[src/rtl/ecp_fifo_pkg.sv]
package ecp_fifo_pkg;

    localparam int BYTE_W  = 8;
    localparam int COUNT_W = 7;

    typedef struct packed {
        logic              tag;
        logic [BYTE_W-1:0] data;
    } fifo_entry_t;

    typedef enum logic [1:0] {
        RD_NONE = 2'd0,
        RD_ECP  = 2'd1,
        RD_TEST = 2'd2
    } rd_kind_e;

    localparam logic [2:0] CFG_MODE      = 3'b111;
    localparam logic [2:0] CFG_WORD_8BIT = 3'b001;
    localparam logic       CFG_PULSED    = 1'b1;

    function automatic logic is_run_count(input fifo_entry_t e);
        return (e.tag == 1'b0) && (e.data[BYTE_W-1] == 1'b0);
    endfunction

    function automatic logic [BYTE_W-1:0] cfg_word(input logic hold);
        return {CFG_PULSED, CFG_WORD_8BIT, 1'b0, hold, 2'b00};
    endfunction

endpackage

[src/rtl/ecp_fifo_store.sv]
module ecp_fifo_store
    import ecp_fifo_pkg::*;
#(
    parameter int DEPTH = 16,
    localparam int AW = $clog2(DEPTH)
) (
    input  logic        clk,
    input  logic        rst,
    input  logic        push,
    input  fifo_entry_t push_entry,
    input  logic [1:0]  pop_n,
    output fifo_entry_t head,
    output fifo_entry_t nxt,
    output logic [AW:0] level,
    output logic        full,
    output logic        empty
);

    fifo_entry_t mem [DEPTH];
    logic [AW:0] wptr, rptr;
    logic [AW:0] rptr_next1;
    logic        push_ok;

    assign level      = wptr - rptr;
    assign full       = (level == (AW+1)'(DEPTH));
    assign empty      = (level == '0);
    assign push_ok    = push && !full;
    assign rptr_next1 = rptr + 1'b1;
    assign head       = mem[rptr[AW-1:0]];
    assign nxt        = mem[rptr_next1[AW-1:0]];

    always_ff @(posedge clk) begin
        if (push_ok) begin
            mem[wptr[AW-1:0]] <= push_entry;
        end
    end

    always_ff @(posedge clk) begin
        if (rst) begin
            wptr <= '0;
            rptr <= '0;
        end else begin
            if (push_ok) begin
                wptr <= wptr + 1'b1;
            end
            rptr <= rptr + (AW+1)'(pop_n);
        end
    end

    // a write into a full queue leaves the write pointer where it was
    a_r2_no_overflow: assert property (@(posedge clk) disable iff (rst)
        (push && full) |=> $stable(wptr));

    // occupancy never exceeds the depth
    a_r2_level_bound: assert property (@(posedge clk) disable iff (rst)
        level <= (AW+1)'(DEPTH));

endmodule

[src/rtl/ecp_rle_reader.sv]
module ecp_rle_reader
    import ecp_fifo_pkg::*;
#(
    parameter int DEPTH = 16,
    localparam int AW = $clog2(DEPTH)
) (
    input  logic              clk,
    input  logic              rst,
    input  rd_kind_e          rd_kind,
    input  fifo_entry_t       head,
    input  fifo_entry_t       nxt,
    input  logic [AW:0]       level,
    input  logic              empty,
    output logic [1:0]        pop_n,
    output logic [BYTE_W-1:0] rd_data
);

    logic               run_active, run_active_d;
    logic [COUNT_W-1:0] run_cnt, run_cnt_d;
    logic [BYTE_W-1:0]  rd_data_d;
    logic [COUNT_W-1:0] head_cnt;

    assign head_cnt = head.data[COUNT_W-1:0];

    always_comb begin
        pop_n        = 2'd0;
        rd_data_d    = rd_data;
        run_active_d = run_active;
        run_cnt_d    = run_cnt;
        unique case (rd_kind)
            RD_ECP: begin
                if (!empty) begin
                    if (run_active) begin
                        rd_data_d = head.data;
                        if (run_cnt == '0) begin
                            pop_n        = 2'd1;
                            run_active_d = 1'b0;
                        end else begin
                            run_cnt_d = run_cnt - 1'b1;
                        end
                    end else if (is_run_count(head)) begin
                        pop_n        = 2'd1;
                        run_active_d = 1'b1;
                        run_cnt_d    = head_cnt;
                        if (level > (AW+1)'(1)) begin
                            rd_data_d = nxt.data;
                            if (head_cnt == '0) begin
                                pop_n        = 2'd2;
                                run_active_d = 1'b0;
                            end else begin
                                run_cnt_d = head_cnt - 1'b1;
                            end
                        end
                    end else begin
                        rd_data_d = head.data;
                        pop_n     = 2'd1;
                    end
                end
            end
            RD_TEST: begin
                if (!empty) begin
                    rd_data_d = head.data;
                    pop_n     = 2'd1;
                end
            end
            default: ;
        endcase
    end

    always_ff @(posedge clk) begin
        if (rst) begin
            run_active <= 1'b0;
            run_cnt    <= '0;
            rd_data    <= '0;
        end else begin
            run_active <= run_active_d;
            run_cnt    <= run_cnt_d;
            rd_data    <= rd_data_d;
        end
    end

    // an underrun read repeats the previous byte
    a_r5_underrun_repeats: assert property (@(posedge clk) disable iff (rst)
        (rd_kind != RD_NONE && empty) |=> $stable(rd_data));

    // never remove more entries than are held
    a_r3_pop_bound: assert property (@(posedge clk) disable iff (rst)
        (AW+1)'(pop_n) <= level);

    // while expanding a run, a repeat read keeps the head in place
    a_r3_run_holds: assert property (@(posedge clk) disable iff (rst)
        (rd_kind == RD_ECP && run_active && !empty && run_cnt != '0)
            |=> (run_active && run_cnt == $past(run_cnt) - 1'b1));

endmodule

[src/rtl/ecp_cfg_view.sv]
module ecp_cfg_view
    import ecp_fifo_pkg::*;
(
    input  logic [2:0]        port_mode,
    input  logic              xmit_hold,
    output logic [BYTE_W-1:0] cfg_data
);

    always_comb begin
        cfg_data = '0;
        if (port_mode == CFG_MODE) begin
            cfg_data = cfg_word(xmit_hold);
        end
    end

endmodule

[src/rtl/ecp_rle_fifo.sv]
module ecp_rle_fifo
    import ecp_fifo_pkg::*;
#(
    parameter int DEPTH = 16,
    localparam int AW = $clog2(DEPTH)
) (
    input  logic       clk,
    input  logic       rst,
    input  logic       ecp_wr,
    input  logic       test_wr,
    input  logic       test_wr_tag,
    input  logic [7:0] wr_data,
    input  logic       ecp_rd,
    input  logic       test_rd,
    output logic [7:0] rd_data,
    output logic       fifo_full,
    output logic       fifo_empty,
    input  logic [2:0] port_mode,
    input  logic       xmit_hold,
    output logic [7:0] cfg_data
);

    fifo_entry_t push_entry, head, nxt;
    logic        push;
    logic [1:0]  pop_n;
    logic [AW:0] level;
    rd_kind_e    rd_kind;

    assign push           = ecp_wr || test_wr;
    assign push_entry.tag = ecp_wr ? 1'b1 : test_wr_tag;
    assign push_entry.data = wr_data;

    always_comb begin
        if (ecp_rd)       rd_kind = RD_ECP;
        else if (test_rd) rd_kind = RD_TEST;
        else              rd_kind = RD_NONE;
    end

    ecp_fifo_store #(.DEPTH(DEPTH)) u_store (
        .clk        (clk),
        .rst        (rst),
        .push       (push),
        .push_entry (push_entry),
        .pop_n      (pop_n),
        .head       (head),
        .nxt        (nxt),
        .level      (level),
        .full       (fifo_full),
        .empty      (fifo_empty)
    );

    ecp_rle_reader #(.DEPTH(DEPTH)) u_reader (
        .clk     (clk),
        .rst     (rst),
        .rd_kind (rd_kind),
        .head    (head),
        .nxt     (nxt),
        .level   (level),
        .empty   (fifo_empty),
        .pop_n   (pop_n),
        .rd_data (rd_data)
    );

    ecp_cfg_view u_cfg (
        .port_mode (port_mode),
        .xmit_hold (xmit_hold),
        .cfg_data  (cfg_data)
    );

    // an underrun read with no write leaves the queue empty
    a_r5_empty_kept: assert property (@(posedge clk) disable iff (rst)
        ((ecp_rd || test_rd) && fifo_empty && !push) |=> fifo_empty);

    // full and empty are never raised together
    a_r2_flags_exclusive: assert property (@(posedge clk) disable iff (rst)
        !(fifo_full && fifo_empty));

endmodule

[config.mk]
export PLATFORM = sky130hd
export DESIGN_NAME = ecp_rle_fifo
export DESIGN_NICKNAME = d
export VERILOG_FILES = /design/src/rtl/ecp_fifo_pkg.sv /design/src/rtl/ecp_fifo_store.sv /design/src/rtl/ecp_rle_reader.sv /design/src/rtl/ecp_cfg_view.sv /design/src/rtl/ecp_rle_fifo.sv
export SDC_FILE = /design/constraint.sdc
export NUM_CORES = 1
export LEC_CHECK = 0
export BUFFER_PORTS_ARGS = -buffer_cell sky130_fd_sc_hd__buf_2
export CELL_PAD_IN_SITES_DETAIL_PLACEMENT = 2
export CELL_PAD_IN_SITES_GLOBAL_PLACEMENT = 2
export CORE_ASPECT_RATIO = 0.9
export CORE_MARGIN = 2
export CORE_UTILIZATION = 45
export DETAILED_ROUTE_END_ITERATION = 8
export PLACE_DENSITY = 0.85
export REMOVE_ABC_BUFFERS = 1
export SYNTH_ARGS = -nofsm -noshare
export SYNTH_HDL_FRONTEND = slang
export SYNTH_HIERARCHICAL = 1
export SYNTH_SLANG_ARGS = --single-unit
[constraint.sdc]
create_clock -name clk -period 5.8 [get_ports clk]
set_input_delay 0.58 -clock clk [delete_from_list [all_inputs] [get_ports clk]]
set_output_delay 0.58 -clock clk [all_outputs]
set_load 0.05 [all_outputs]
Word level (Yosys, flattened, before mapping)

Memories as Yosys holds them, arrays and structs flattened. A register that Yosys moved wholly into a read port is not among the register bits.
Cells that the tools add are included.

Logic and storage cells: 67
Bits of input ports: 19
Memories kept: 1
Memory bits (writable): 144
Output and inout bits: 18
Register bits after elaboration: 26

Memories:

| memory      | depth | width | read ports | clocked after memory_dff | wr ports | RTL line             | RTL |
|---|---|---|---|---|---|---|---|
| u_store.mem | 16    | 9     | 2          | 1                        | 1        | ecp_fifo_store.sv:19 | `fifo_entry_t mem [DEPTH];` |

Muxes and demuxes: 31
Add/sub/neg operators: 6
Reduce and logical (&&, ||, !) cells: 12
Magnitude comparators: 1
Bitwise logic cells: 3
Equal/unequal tests: 8

Operators by type and width:

| operator                                                              | number |
|---|---|
| 8-bit two-way mux                                                     | 6 |
| 7-bit two-way mux                                                     | 5 |
| 8-bit one-hot mux with 2 select lines                                 | 1 |
| 7-bit logical NOT                                                     | 2 |
| 2-bit two-way mux                                                     | 7 |
| 7-bit by 1-bit subtractor with 7-bit output (second input constant)   | 2 |
| 1-bit two-way mux                                                     | 10 |
| 4-bit AND reduction                                                   | 2 |
| 2-bit != test (second input constant)                                 | 3 |
| 5-bit by 1-bit adder with 5-bit output (second input constant)        | 1 |
| 5-bit by 2-bit adder with 5-bit output                                | 1 |
| 5-bit == test (second input constant)                                 | 1 |
| 5-bit by 1-bit > comparator with 1-bit output (second input constant) | 1 |
| 5-bit logical NOT                                                     | 1 |
| 5-bit subtractor                                                      | 1 |
| 4-bit by 1-bit adder with 4-bit output (second input constant)        | 1 |
| 4-bit two-way mux                                                     | 1 |
| 4-bit by 3-bit != test with 1-bit output (second input constant)      | 1 |
| 2-bit one-hot mux with 2 select lines                                 | 1 |
| 2-bit nonzero test                                                    | 2 |
| 3-bit == test (second input constant)                                 | 1 |
| 1-bit inverter                                                        | 3 |
| 2-bit by 1-bit == test with 1-bit output (second input constant)      | 1 |
| 2-bit == test (second input constant)                                 | 1 |
| 4 further kinds                                                       | 5 |

Logic depth before layout (Yosys ltp)

Word-level depth: 9
Depth in mapped cells: 18
Depth with buffers taken out: 17

By module

Netlist, hierarchy kept.

By module, submodules not included:

| module         | instances | cells each | area each (um^2) | sequential area each (um^2) |
|---|---|---|---|---|
| ecp_fifo_store | 1         | 436        | 7526.0           | 4524.3 |
| ecp_rle_reader | 1         | 144        | 1214.9           | 320.3 |
| ecp_cfg_view   | 1         | 9          | 65.1             | 0.0 |
| ecp_rle_fifo   | 1         | 3          | 18.8             | 0.0 |

Worst setup path after synthesis

No wires, ideal clock.

Path kind: reg-to-reg
Start: reg u_store.rptr[2]
End: reg u_store.rptr[3]
Period minus slack after synthesis: 4.348 ns
Data required time: 5.672 ns
Data arrival time: 4.220 ns
Library setup time: 0.128 ns
Cell stages (with the launch flop): 17
Buffers on the path: 3
Slack: 1.452 ns
Path through: dfxtp_1 > buf_2 > buf_4 > inv_1 > clkbuf_1 > ha_1 > xor2_1 > a211o_1 > a21oi_1 > nor2b_1 > and2_0 > nor4b_1 > ha_1 > a21oi_1 > nor2_1 > xnor2_1 > nor2_1

Elaborated cells on any way between the ends: 10
Classes of those cells: 2 x add/sub; 1 x order compare; 6 x mux; 1 x reduce/logical

RTL lines:

| item                                   | RTL line             | RTL |
|---|---|---|
| start, declared                        | ecp_fifo_store.sv:20 | `logic [AW:0] wptr, rptr;` |
| start signal, assigned                 | ecp_fifo_store.sv:46 | `rptr <= rptr + (AW+1)'(pop_n);` |
| 5-bit subtractor                       | ecp_fifo_store.sv:24 | `assign level = wptr - rptr;` |
| net level[2]                           | ecp_rle_fifo.sv:26   | `logic [AW:0] level;` |
| 5-bit logical NOT                      | ecp_fifo_store.sv:26 | `assign empty = (level == '0);` |
| net fifo_empty                         | ecp_rle_fifo.sv:17   | `output logic fifo_empty,` |
| 2-bit two-way mux                      | ecp_rle_reader.sv:32 | `if (!empty) begin` |
| 2-bit one-hot mux with 2 select lines  | ecp_rle_reader.sv:30 | `unique case (rd_kind)` |
| net pop_n[1]                           | ecp_rle_fifo.sv:25   | `logic [1:0] pop_n;` |
| 5-bit by 2-bit adder with 5-bit output | ecp_fifo_store.sv:46 |  |

The timed path passes the listed nets, and every way through them passes these cells.
A chain may end at the register's enable or synchronous reset.

Worst setup path after layout

Start: reg u_store.rptr[0]
End: reg u_store.rptr[4]

Word-level cells in the longest chain between the ends: 8
Elaborated cells on any way between the ends: 10
Classes of those cells: 2 x add/sub; 1 x order compare; 6 x mux; 1 x reduce/logical

RTL lines:

| item                                          | RTL line             | RTL |
|---|---|---|
| 5-bit subtractor (*)                          | ecp_fifo_store.sv:24 |  |
| 5-bit by 1-bit > comparator with 1-bit output | ecp_rle_reader.sv:45 | `if (level > (AW+1)'(1)) begin` |
| 2-bit two-way mux                             | ecp_rle_reader.sv:45 |  |
| 2-bit two-way mux                             | ecp_rle_reader.sv:41 | `end else if (is_run_count(head)) begin` |
| 2-bit two-way mux                             | ecp_rle_reader.sv:33 | `if (run_active) begin` |
| 2-bit two-way mux (*)                         | ecp_rle_reader.sv:32 |  |
| 2-bit one-hot mux with 2 select lines (*)     | ecp_rle_reader.sv:30 |  |
| net pop_n[1]                                  | ecp_rle_fifo.sv:25   |  |
| 5-bit by 2-bit adder with 5-bit output (*)    | ecp_fifo_store.sv:46 |  |

The timed path passes the listed nets; every way through them passes the cells marked *.

==> impl_metrics.env <==
export IMPL_outcome="finished, final reports clean"
export IMPL_port_buffers=31
export IMPL_track_usage_pct=27.0
export IMPL_num_rows=48
export IMPL_dp_hpwl_um=17600
export IMPL_max_slew_margin_pct=15.5
export IMPL_crit_chain="buf_4 > mux4_2 > nand2_1 > a31oi_1 > nor4_1 > nand2_1 > nor4b_1 > inv_1 > fa_1 > nor3_1 > xnor2_1 > nor2_1"
export IMPL_die_x_um=151
export IMPL_post_route_drc_count=0
export IMPL_clockBufferDepth=2
export IMPL_comb_power_share_pct=35.9
export IMPL_io_pins=37
export IMPL_slew_violations=0
export IMPL_period_needed_ns=4.91
export IMPL_viasPerCell=6.49
export IMPL_p_switching_uw=1520
export IMPL_hold_ws_ns=0.478
export IMPL_grt_antenna_before_repair=0
export IMPL_fin_total_pwr_uw=4130
export IMPL_r2r_end="u_store/rptr[4]"
export IMPL_post_cts_buffers=0
export IMPL_critPathBufInv=2
export IMPL_crit_cells=12
export IMPL_grt_setup_unrepaired="no"
export IMPL_ff2ff_path_depth=12
export IMPL_finalCritPeriodShare_pct=84.6
export IMPL_die_h_um=136
export IMPL_final_setup_skew_ns=0.00951
export IMPL_cts_hold_buffers=0
export IMPL_numCtsBuffers=17
export IMPL_hold_violations=0
export IMPL_p_sw_share_pct=36.9
export IMPL_cts_root_buf="clkbuf_16"
export IMPL_max_freq_ghz=0.204
export IMPL_grt_max_degree=37
export IMPL_drtIter0Drc=399
export IMPL_htree_levels=4
export IMPL_critPathMaxStageDelay_ns=0.85
export IMPL_hp_class="flip-flop to flip-flop"
export IMPL_core_um2=19100
export IMPL_clk_pin_slew_ns=0.07
export IMPL_start_util_pct=45.6
export IMPL_powerDensity_nw_per_um2=430
export IMPL_syn2layout_area_growth_pct=10.3
export IMPL_wl_per_cell_um=29.9
export IMPL_seq_area_um2=4850
export IMPL_wirelength_um=26100
export IMPL_r2r_setup_slack_ns=0.89
export IMPL_arrival_ns=5.20
export IMPL_drive_gt1_share_pct=23.0
export IMPL_fill_cells=1747
export IMPL_layout_nets=646
export IMPL_crit_start="u_store/rptr[0]"
export IMPL_critPathKind="flip-flop to flip-flop"
export IMPL_tritoncts="built"
export IMPL_syn_area_um2=8700
export IMPL_cap_violations=0
export IMPL_first_global_vias=6168
export IMPL_slowest_stage="nor4_1"
export IMPL_cp_top_family="simple AND/OR/NAND/NOR gates"
export IMPL_finalSetupViolations=0
export IMPL_dieArea_um2=20500
export IMPL_r2r_start="u_store/rptr[0]"
export IMPL_antenna_left=0
export IMPL_worstSetupEndpointType="flip-flop"
export IMPL_p_seq_share_pct=37.2
export IMPL_clock_sinks=170
export IMPL_avgSynthCellArea_um2=14.9
export IMPL_required_ns=6.09
export IMPL_routabilityCongestion=0.797
export IMPL_grt_remaining_overflow=0
export IMPL_postCtsResizedCells=0
export IMPL_worstSetupStartpointType="flip-flop"
export IMPL_irDropWorstVdd_mv=0.251
export IMPL_max_slew_worst_pin_slew_ns=1.27
export IMPL_crit_end="u_store/rptr[4]"
export IMPL_antennaDiodeCount=0
export IMPL_p_leak_uw=0.00318
export IMPL_cp_common_cell="nand2_1"
export IMPL_internal_power_uw=2600
export IMPL_syn_instance_count=583
export IMPL_pwr_share_clk_pct=26.9
export IMPL_vias=5650
export IMPL_worst_path_max_fanout=36
export IMPL_clk_latency_ns=0.43
export IMPL_multi_input_area_um2=3570
export IMPL_ys_warn_count=6
export IMPL_drtPass1Iterations=5
export IMPL_grt_first_pass_wirelength_um=39600
## per-stage QoR
| step | TNS [ns] | utilization [%] | instances | worst slack, ns | instance area [µm²] |
|---|---|---|---|---|---|
| 2_1_floorplan | -0.484 | - | 550 | -0.233 | 8490 |
| 3_3_place_gp | 0 | 47.3 | 840 | 1.33 | 9030 |
| 4_1_cts | 0 | 50.2 | 871 | 0.926 | 9600 |
| 3_5_place_dp | 0 | 47.3 | 840 | 1.15 | 9030 |
| 5_1_grt | 0 | 50.2 | 871 | 0.516 | 9600 |
| 6_report | 0 | 50.2 | 871 | 0.891 | 9600 |
## power groups by stage
| stage | combinational, µW | clock [µW] | sequential, µW |
|---|---|---|---|
| 2_1_floorplan | 949 | 0 | 1630 |
| 3_3_place_gp | 1370 | 0 | 1540 |
| 3_5_place_dp | 1450 | 0 | 1560 |
| 4_1_cts | 1470 | 1130 | 1540 |
| 5_1_grt | 1590 | 1170 | 1550 |
| 6_report | 1480 | 1110 | 1540 |
## sequential cells by signal, summed over array words and instances, names as in the netlist
register	count
u_store/wptr	5
u_store/rptr	5
u_reader/run_active	1
u_store/mem	144
u_reader/run_cnt	7
u_reader/rd_data	8
## layout make-up
cell class	count	area share, %
flip-flops and latches	170	50.5
multi-input cells	360	37.2
clock buffers	17	4.43
well taps	250	3.26
repair buffers	40	2.32
clock inverters	14	1.43
inverters	20	0.782
## cells in the final DEF (no fill, tap or decap), drive strengths merged, types with 5 or more instances in the layout
cell and instances:
nor2 18, clkinv 7, mux2i 17, nor3b 5
edfxtp 144, dfxtp 26, inv 24, o21ai 10
nor2b 19, buf 40, nor3 8, conb 5
nand3 6, nand2 40, a211oi 13, a31o 8
xor2 5, a31oi 13, a2111oi 9, ha 16
a21oi 23, and3 23, clkbuf 17, mux4 68
## worst min-delay path by stage
stage / startpoint / to / slack, ns / depth (start not counted)
4_1_cts: u_reader/rd_data[3] / u_reader/rd_data[3] / 0.48 / 1
6_report: u_reader/rd_data[3] / u_reader/rd_data[3] / 0.48 / 1
3_3_place_gp: u_reader/rd_data[3] / u_reader/rd_data[3] / 0.45 / 1
2_1_floorplan: u_reader/run_cnt[6] / u_reader/run_cnt[6] / 0.46 / 2
5_1_grt: u_reader/rd_data[3] / u_reader/rd_data[3] / 0.50 / 1
3_5_place_dp: u_reader/rd_data[3] / u_reader/rd_data[3] / 0.47 / 1
## metal layers
metal  up-vias  track usage (%)  routed length [µm]
met5         -                0                   0
met4         0             10.4                 923
met3        64             6.41                1480
met2       229             46.0               13300
met1      2970             33.6               10400
li1       2387                -                   -
(Power assumes the default switching activity.)
